File: config.mk
export PLATFORM = sky130hd
export DESIGN_NAME = mode_exc_ctrl
export DESIGN_NICKNAME = d
export VERILOG_FILES = /design/src/rtl/mode_pkg.sv /design/src/rtl/exc_prio.sv /design/src/rtl/exc_map.sv /design/src/rtl/mode_reg.sv /design/src/rtl/mode_exc_ctrl.sv
export SDC_FILE = /design/constraint.sdc
export NUM_CORES = 1
export LEC_CHECK = 0
export BUFFER_PORTS_ARGS = -buffer_cell sky130_fd_sc_hd__buf_2
export CORE_MARGIN = 2
export CORE_UTILIZATION = 26
export DETAILED_ROUTE_END_ITERATION = 12
export PLACE_DENSITY_LB_ADDON = 0.15
export SLEW_MARGIN = 30
export SYNTH_ARGS = -nofsm -noshare
export SYNTH_HDL_FRONTEND = slang
export SYNTH_SLANG_ARGS = --single-unit
export TNS_END_PERCENT = 1
File: constraint.sdc
create_clock -name clk_i -period 1.94 [get_ports clk_i]
set_clock_uncertainty 0.1 [all_clocks]
set_input_delay 0.097 -clock clk_i [delete_from_list [all_inputs] [get_ports clk_i]]
set_output_delay 0.097 -clock clk_i [all_outputs]
set_load 0.05 [all_outputs]
File: src/rtl/mode_pkg.sv
package mode_pkg;
  localparam int MODE_W  = 5;
  localparam int NUM_EXC = 5;

  typedef enum logic [MODE_W-1:0] {
    M_USR = 5'b10000,
    M_FIQ = 5'b10001,
    M_IRQ = 5'b10010,
    M_SVC = 5'b10011,
    M_ABT = 5'b10111,
    M_UND = 5'b11011,
    M_SYS = 5'b11111
  } mode_e;

  // request index = priority rank, 0 highest
  localparam int EX_ABT = 0;
  localparam int EX_FIQ = 1;
  localparam int EX_IRQ = 2;
  localparam int EX_UND = 3;
  localparam int EX_SWI = 4;

  function automatic logic mode_legal(logic [MODE_W-1:0] m);
    case (m)
      M_USR, M_FIQ, M_IRQ, M_SVC, M_ABT, M_UND, M_SYS: return 1'b1;
      default: return 1'b0;
    endcase
  endfunction

  function automatic logic mode_priv(logic [MODE_W-1:0] m);
    return m != M_USR;
  endfunction

  // modes that own a saved status register
  function automatic logic mode_banked(logic [MODE_W-1:0] m);
    return (m != M_USR) && (m != M_SYS);
  endfunction

  function automatic logic [MODE_W-1:0] exc_target(int idx);
    case (idx)
      EX_ABT:  return M_ABT;
      EX_FIQ:  return M_FIQ;
      EX_IRQ:  return M_IRQ;
      EX_UND:  return M_UND;
      default: return M_SVC;
    endcase
  endfunction
endpackage

File: src/rtl/exc_prio.sv
module exc_prio #(
  parameter int N = 5
) (
  input  logic [N-1:0] req_i,
  output logic [N-1:0] gnt_o,
  output logic         any_o
);
  logic [N:0] seen;
  assign seen[0] = 1'b0;

  for (genvar i = 0; i < N; i++) begin : g_rank
    assign gnt_o[i]  = req_i[i] & ~seen[i];
    assign seen[i+1] = seen[i] | req_i[i];
  end

  assign any_o = seen[N];
endmodule

File: src/rtl/exc_map.sv
module exc_map
  import mode_pkg::*;
#(
  parameter int N = NUM_EXC
) (
  input  logic [N-1:0]      gnt_i,
  output logic [MODE_W-1:0] tgt_o,
  output logic              set_f_o
);
  always_comb begin
    tgt_o = '0;
    for (int i = 0; i < N; i++) begin
      if (gnt_i[i]) tgt_o = tgt_o | exc_target(i);
    end
  end

  assign set_f_o = gnt_i[EX_FIQ];
endmodule

File: src/rtl/mode_reg.sv
module mode_reg
  import mode_pkg::*;
#(
  parameter int PSR_W = 32,
  parameter int I_POS = 7,
  parameter int F_POS = 6
) (
  input  logic              clk_i,
  input  logic              rst_ni,
  input  logic              take_i,
  input  logic [MODE_W-1:0] tgt_i,
  input  logic              set_f_i,
  input  logic              ret_i,
  input  logic [PSR_W-1:0]  spsr_i,
  input  logic              wr_i,
  input  logic [PSR_W-1:0]  wdata_i,
  output logic [MODE_W-1:0] mode_o,
  output logic              i_o,
  output logic              f_o
);
  logic [MODE_W-1:0] mode_q, mode_d;
  logic              i_q, i_d, f_q, f_d;
  logic              ret_ok, wr_ok;

  assign ret_ok = ret_i && mode_banked(mode_q) && mode_legal(spsr_i[MODE_W-1:0]);
  assign wr_ok  = wr_i && mode_priv(mode_q) && mode_legal(wdata_i[MODE_W-1:0]);

  always_comb begin
    mode_d = mode_q;
    i_d    = i_q;
    f_d    = f_q;
    if (take_i) begin
      mode_d = tgt_i;
      i_d    = 1'b1;
      f_d    = f_q | set_f_i;
    end else if (ret_ok) begin
      mode_d = spsr_i[MODE_W-1:0];
      i_d    = spsr_i[I_POS];
      f_d    = spsr_i[F_POS];
    end else if (wr_ok) begin
      mode_d = wdata_i[MODE_W-1:0];
      i_d    = wdata_i[I_POS];
      f_d    = wdata_i[F_POS];
    end
  end

  always_ff @(posedge clk_i or negedge rst_ni) begin
    if (!rst_ni) begin
      mode_q <= M_SVC;
      i_q    <= 1'b1;
      f_q    <= 1'b1;
    end else begin
      mode_q <= mode_d;
      i_q    <= i_d;
      f_q    <= f_d;
    end
  end

  assign mode_o = mode_q;
  assign i_o    = i_q;
  assign f_o    = f_q;
endmodule

File: src/rtl/mode_exc_ctrl.sv
module mode_exc_ctrl
  import mode_pkg::*;
#(
  parameter int PSR_W = 32,
  parameter int I_POS = 7,
  parameter int F_POS = 6
) (
  input  logic              clk_i,
  input  logic              rst_ni,
  input  logic              abort_i,
  input  logic              fiq_i,
  input  logic              irq_i,
  input  logic              undef_i,
  input  logic              swi_i,
  input  logic              psr_wr_i,
  input  logic [PSR_W-1:0]  psr_wdata_i,
  input  logic              ret_i,
  input  logic [PSR_W-1:0]  saved_psr_i,
  output logic [MODE_W-1:0] mode_o,
  output logic              priv_o,
  output logic              irq_mask_o,
  output logic              fiq_mask_o,
  output logic [PSR_W-1:0]  psr_o,
  output logic              save_psr_o,
  output logic              save_lr_o,
  output logic [MODE_W-1:0] exc_mode_o
);
  logic [NUM_EXC-1:0] req, gnt;
  logic               take, set_f;
  logic [MODE_W-1:0]  tgt;
  logic               i_bit, f_bit;

  always_comb begin
    req         = '0;
    req[EX_ABT] = abort_i;
    req[EX_FIQ] = fiq_i & ~f_bit;
    req[EX_IRQ] = irq_i & ~i_bit;
    req[EX_UND] = undef_i;
    req[EX_SWI] = swi_i;
  end

  exc_prio #(.N(NUM_EXC)) u_prio (
    .req_i (req),
    .gnt_o (gnt),
    .any_o (take)
  );

  exc_map #(.N(NUM_EXC)) u_map (
    .gnt_i   (gnt),
    .tgt_o   (tgt),
    .set_f_o (set_f)
  );

  mode_reg #(.PSR_W(PSR_W), .I_POS(I_POS), .F_POS(F_POS)) u_state (
    .clk_i   (clk_i),
    .rst_ni  (rst_ni),
    .take_i  (take),
    .tgt_i   (tgt),
    .set_f_i (set_f),
    .ret_i   (ret_i),
    .spsr_i  (saved_psr_i),
    .wr_i    (psr_wr_i),
    .wdata_i (psr_wdata_i),
    .mode_o  (mode_o),
    .i_o     (i_bit),
    .f_o     (f_bit)
  );

  always_comb begin
    psr_o               = '0;
    psr_o[MODE_W-1:0]   = mode_o;
    psr_o[I_POS]        = i_bit;
    psr_o[F_POS]        = f_bit;
  end

  assign priv_o     = mode_priv(mode_o);
  assign irq_mask_o = i_bit;
  assign fiq_mask_o = f_bit;
  assign save_psr_o = take;
  assign save_lr_o  = take;
  assign exc_mode_o = tgt;
endmodule

==> results.cfg, run 1 <==
[status]
status = completed

[worst_setup_path]
cp.required_ns = 2.02
critPathKind = flip-flop to flip-flop
cp_max_fo = 7
arrival_ns = 1.92
crit_path_start_kind = flip-flop
end_kind = flip-flop

[power]
max-vdd-ir-drop_mv = 0.289
power.leakage_nw = 0.526
cellPowerDensity_nw_per_um2 = 710
power.total_mw = 0.721

[sta]
hold_slack_ns = 0.0336
period_needed_ns = 1.84
drv_slew = 0
fin_crit_sh = 0.950
finalSetupViolCount = 0
fin_ws_ns = 0.0969
timing.fmax_mhz = 543
finalHoldViolations = 0
rsz0062_at_grt = false

[cts]
clock_path_buffers = 2
h-tree-depth = 1
cts_root_buffer = clkbuf_4
path_clk_slew_ns = 0.05
cts_buffers = 3
clk_latency_ns = 0.25
tritoncts = built
clock_sinks = 7

[logic_synthesis]
muxShareOfSynthArea = 0.0253
synthXorXnorAreaFrac = 0
synth_flop_cell = dfstp_2
ys_types = 29
ys_seq_elements = 7
synth_compound_area_frac = 0.163
yosysTopAreaCell = buf_4
synth_commonest_cells = buf_4, a21oi_1, dfstp_2, nand2_1, nor2_1
avgSynthCellArea_um2 = 8.32
async_reset_ff_frac = 1.00
synth-simple-area-share = 0.198
yosys.cell_count.top_type = buf_4
netlist_area_um2 = 791
ys_seq_area_frac = 0.229
synth_top_area_share = 0.332
synth_area_leaders = buf_4, dfstp_2, dfrtp_1
synth_top_family_by_area = buffers and inverters
syn_inst = 95
synth_edf_count = 0
synth_adder_area_share = 0
yosysWarningCount = 0

[detailed_routing]
drt_wl_total_um = 1780
drt_iter0_markers = 17
dr.pass1.iters = 3
post-route-drc-count = 0
wire_per_inst_um = 10.3
dr_total_vias = 718
ant_nets = 0
via_per_inst = 4.13

[grt]
grt_max_degree = 9
gr-usage-all-layers = 0.101
antenna_found_initial = 0
grt_pass1_vias = 587
grt_remaining_overflow = 0
grt_pass1_wl_um = 2610

[floorplan]
die_area_um2 = 3500
die_w_um = 59.2
core_area_um2 = 2980
io_pins = 120
start_util = 0.266
std_cell_rows = 20
die_h_um = 59.2

[placed_design]
gp_congestion = 0.681
portBuffers = 44
hpwlAfterDp_um = 1580
pre_cts_ws_ns = 0.0268

[hold_path]
min_path_type = input port to flip-flop

[cells_and_area]
fill_cells = 353
diodes = 0
seqCellArea_um2 = 183
multi_input_area_um2 = 429
synthToLayoutAreaGrowth_pct = 28.3
layout-drive-gt1-share = 0.539
nets = 215

[job]
maxCapViolations = 0
[sequential cells by signal, indices dropped and copies added, names as in the netlist]
signal          count
u_state.f_o         1
u_state.i_o         1
u_state.mode_o      5
[area by class of cell]
cell class	count	area share
clock buffers	4	0.0259
well taps	33	0.0407
multi-input cells	69	0.423
repair buffers	55	0.301
inverters	6	0.0296
flip-flops and latches	7	0.180
[layer usage]
| metal | GRT usage | share of wire | vias up |
|---|---|---|---|
| met1 | 0.134 | 0.43 | 315 |
| met5 | 0 | 0 | - |
| met3 | 0.0480 | 0.10 | 0 |
| met2 | 0.157 | 0.47 | 43 |
| li1 | - | - | 360 |
| met4 | 0.00974 | 0 | 0 |
[worst paths after layout]
kind,startpoint,end,slack [ns],depth (start not counted)
worst max-delay path,u_state.f_o,u_state.mode_o[4],0.1,6
worst min-delay path,abort_i,u_state.mode_o[1],0.03,3
max in group asynchronous,rst_ni,u_state.i_o,1.39,2
min in group asynchronous,rst_ni,u_state.mode_o[2],0.11,2
worst max register to register,u_state.f_o,u_state.mode_o[4],0.1,6
worst min register to register,u_state.mode_o[0],u_state.mode_o[0],0.44,2
[critical path: stages (launching register included)]
cell	delay, ns
dfstp_2	0.53
nand2b_4	0.12
and4_4	0.25
inv_8	0.03
a221o_2	0.37
buf_4	0.17
or2_1	0.20
[repair_timing]
action / in CTS / in global routing
setup endpoints to repair: 0 / 6
gates resized for setup: 0 / 4
endpoints found under the hold margin: 7 / 0
buffers inserted: 0 / 0
hold buffers: 1 / 0
[layout by cell type (no fill, tap or decap), drive strengths merged]
cell type    Yosys  routed
or2              1       1
and4             3       3
a31o             1       1
nand4            2       2
o2bb2ai          2       2
nand3            3       3
a221o            1       1
and2             2       2
a21oi            6       6
clkbuf           1       4
a41oi            2       2
nand2            5       5
conb             1      25
mux2i            2       2
dfstp            5       5
nand2b           2       2
a311oi           1       1
nor2             5       5
and3             2       2
inv              6       6
dfrtp            2       2
o21ai            2       2
dlygate4sd3      0       1
o221ai           1       1
nor4             1       1
buf             36      54
[stage by stage]
step           setup TNS (ns)   util  instances  cell area, um^2
6_report                    0  0.341        174             1010
5_1_grt                     0  0.341        174             1010
4_1_cts                     0  0.337        174             1000
3_5_place_dp                0  0.325        169              968
3_3_place_gp                0  0.325        169              968
2_1_floorplan          -0.741      -        119              913
[where the power goes]
| part | internal (mW) | switching, mW | leakage (nW) | total [mW] |
|---|---|---|---|---|
| combinational | 0.0938 | 0.308 | 0.435 | 0.402 |
| clock | 0.0785 | 0.0542 | 0.0150 | 0.133 |
| sequential | 0.168 | 0.0186 | 0.0755 | 0.186 |
[cell families after synthesis]
| family | Yosys count |
|---|---|
| other cells | 1 |
| flops | 7 |
| simple gates | 26 |
| compound gates | 16 |
| mux | 2 |
| buf+inv | 43 |
(Power assumes the default switching activity.)
==> run 2: changes to the inputs <==
ABC_AREA = 1   (was not set)
CORE_MARGIN = not set   (was 2)
CORE_UTILIZATION = 25   (was 26)
==> run 2 against run 1 <==
Effect of this change:
- synthesized cell count grew 40%
- first-iteration DRC count grew to 3.2 times the previous value
- critical endpoint is now exc_mode_o[1]
- global-route usage grew 0.88 points
- cell area grew 6.0%
- highest routed layer is now met4
- core utilization shrank 2.3 points
- critical path type is now flip-flop to output pin
- critical path depth grew 2
- via count grew 22%
- maximum frequency grew 4.2%
- clock power shrank 3%
- largest cell class unchanged
==> results.cfg, run 2 <==
[status]
status = completed

[cells_and_area]
layout-drive-gt1-share = 0.374
final_cell_mix = buf_2, nand2_1, conb_1
final_common_cell = buf_2
fin_util = 0.317
largest_reg_flops = 5
synthToLayoutAreaGrowth_pct = 19.9
diodes = 0
finish.instance_area_um2 = 1080
fill_cells = 395
nets = 248

[floorplan]
die_w_um = 61.9
std_cell_rows = 21
die_h_um = 61.9
start_util = 0.265
io_pins = 120
die_area_um2 = 3830
core_area_um2 = 3390

[sta]
fin_ws_ns = 0.171
finalSetupViolCount = 0
fin_crit_sh = 0.912
drv_slew = 0
period_needed_ns = 1.77
timing.fmax_mhz = 565
rsz0062_at_grt = false
hold_slack_ns = 0.0786
finalHoldViolations = 0

[detailed_routing]
via_per_inst = 3.98
drt_iter0_markers = 55
drt_wl_total_um = 1950
dr.pass1.iters = 4
wire_per_inst_um = 8.87
dr_total_vias = 876
post-route-drc-count = 0
ant_nets = 0

[placed_design]
dpl-instance-area_um2 = 1010
pre_cts_ws_ns = 0.287
gp_congestion = 0.785
hpwlAfterDp_um = 1680
portBuffers = 44

[grt]
grt_most_used_layer = met2
grt_pass1_wl_um = 3050
grt_pass1_vias = 707
antenna_found_initial = 0
grt_util_met2 = 0.184
grt_max_degree = 10
grtUsageMet1 = 0.142
gr-usage-all-layers = 0.110
grtUsageMet3 = 0.0269
grt_remaining_overflow = 0

[worst_setup_path]
cp.required_ns = 1.74
arrival_ns = 1.57
critPathKind = flip-flop to output pin
cp_max_fo = 4
crit_path_start_kind = flip-flop
end_kind = output pin
r2r_cells = 9

[logic_synthesis]
async_reset_ff_frac = 1.00
synth_flop_cell = dfstp_2
avgSynthCellArea_um2 = 6.75
ys_types = 17
yosys.cell_count.top_type = buf_4
yosysTopAreaCell = buf_4
netlist_area_um2 = 897
synth_top_area_share = 0.285
synth_area_leaders = buf_4, dfstp_2, nand2_1
synth_edf_count = 0
yosysWarningCount = 0
synth_commonest_cells = buf_4, nand2_1, inv_1, nor2_1, nand3_1
ys_seq_area_frac = 0.202
ys_seq_elements = 7
syn_inst = 133

[power]
max-vdd-ir-drop_mv = 0.177
power.leakage_nw = 0.619
power.total_mw = 0.682
cellPowerDensity_nw_per_um2 = 633

[cts]
cts_buffers = 3
path_clk_slew_ns = 0.05
clock_sinks = 7
cts_root_buffer = clkbuf_4
h-tree-depth = 1
clk_latency_ns = 0.25
tritoncts = built
clock_path_buffers = 2

[hold_path]
min_path_cells = 5
min_path_type = input port to flip-flop

[job]
maxCapViolations = 0
==> run 2: kinds of logic after synthesis <==
family,count (synthesis),synth area share
AOI/OAI and AO/OA,8,0.0572
buffers and inverters,54,0.368
DFF,7,0.202
other,1,0.00418
and+or+nand+nor,63,0.368
==> run 2: timing repair <==
action | 4_1_cts | 5_1_grt
gates resized for setup | 0 | 5
setup endpoints to repair | 0 | 1
setup buffers | 0 | 2
endpoints found under the hold margin | 7 | 0
hold buffers | 1 | 0
==> run 2: layer usage <==
metal  part of all wire  routed length [um]
met5                  0                   0
met4             0.0097                  19
met3              0.079                 155
met2               0.46                 904
met1               0.45                 871
==> run 2: path summary, 6_finish.rpt <==
| check | slack (ns) | start | endpoint |
|---|---|---|---|
| worst min-delay path | 0.08 | saved_psr_i[7] | u_state.i_o |
| worst max register to register | 0.28 | u_state.f_o | u_state.mode_o[3] |
| max in group asynchronous | 1.38 | rst_ni | u_state.f_o |
| worst max-delay path | 0.17 | u_state.f_o | exc_mode_o[1] |
| min in group asynchronous | 0.12 | rst_ni | u_state.mode_o[3] |
| worst min register to register | 0.39 | u_state.i_o | u_state.i_o |
==> run 2: critical path, cell delays in order (launching register included) <==
cell and delay [ns]:
dfstp_2 0.54, inv_1 0.08, nand2_2 0.10, nand3_4 0.10, nor2_8 0.13, inv_1 0.08, nand2_1 0.08, inv_1 0.04
buf_4 0.18
==> run 2: per-stage QoR <==
stage | setup TNS, ns | instances
final | 0 | 220
after global routing | 0 | 220
after CTS | 0 | 218
after detailed placement | 0 | 213
after global placement | 0 | 213
after floorplan | -0.0353 | 157
==> run 2: layout make-up <==
type	instances	area, um^2	area share
well taps	46	57.6	0.0535
clock buffers	4	26.3	0.0244
multi-input cells	96	488	0.453
flip-flops and latches	7	181	0.169
inverters	20	75.1	0.0698
repair buffers	47	248	0.230
==> run 2: where the power goes <==
group          leakage [nW]  switching, mW  internal [mW]
logic                 0.527          0.303         0.0710
clock network        0.0150         0.0508         0.0783
registers            0.0766         0.0138          0.164
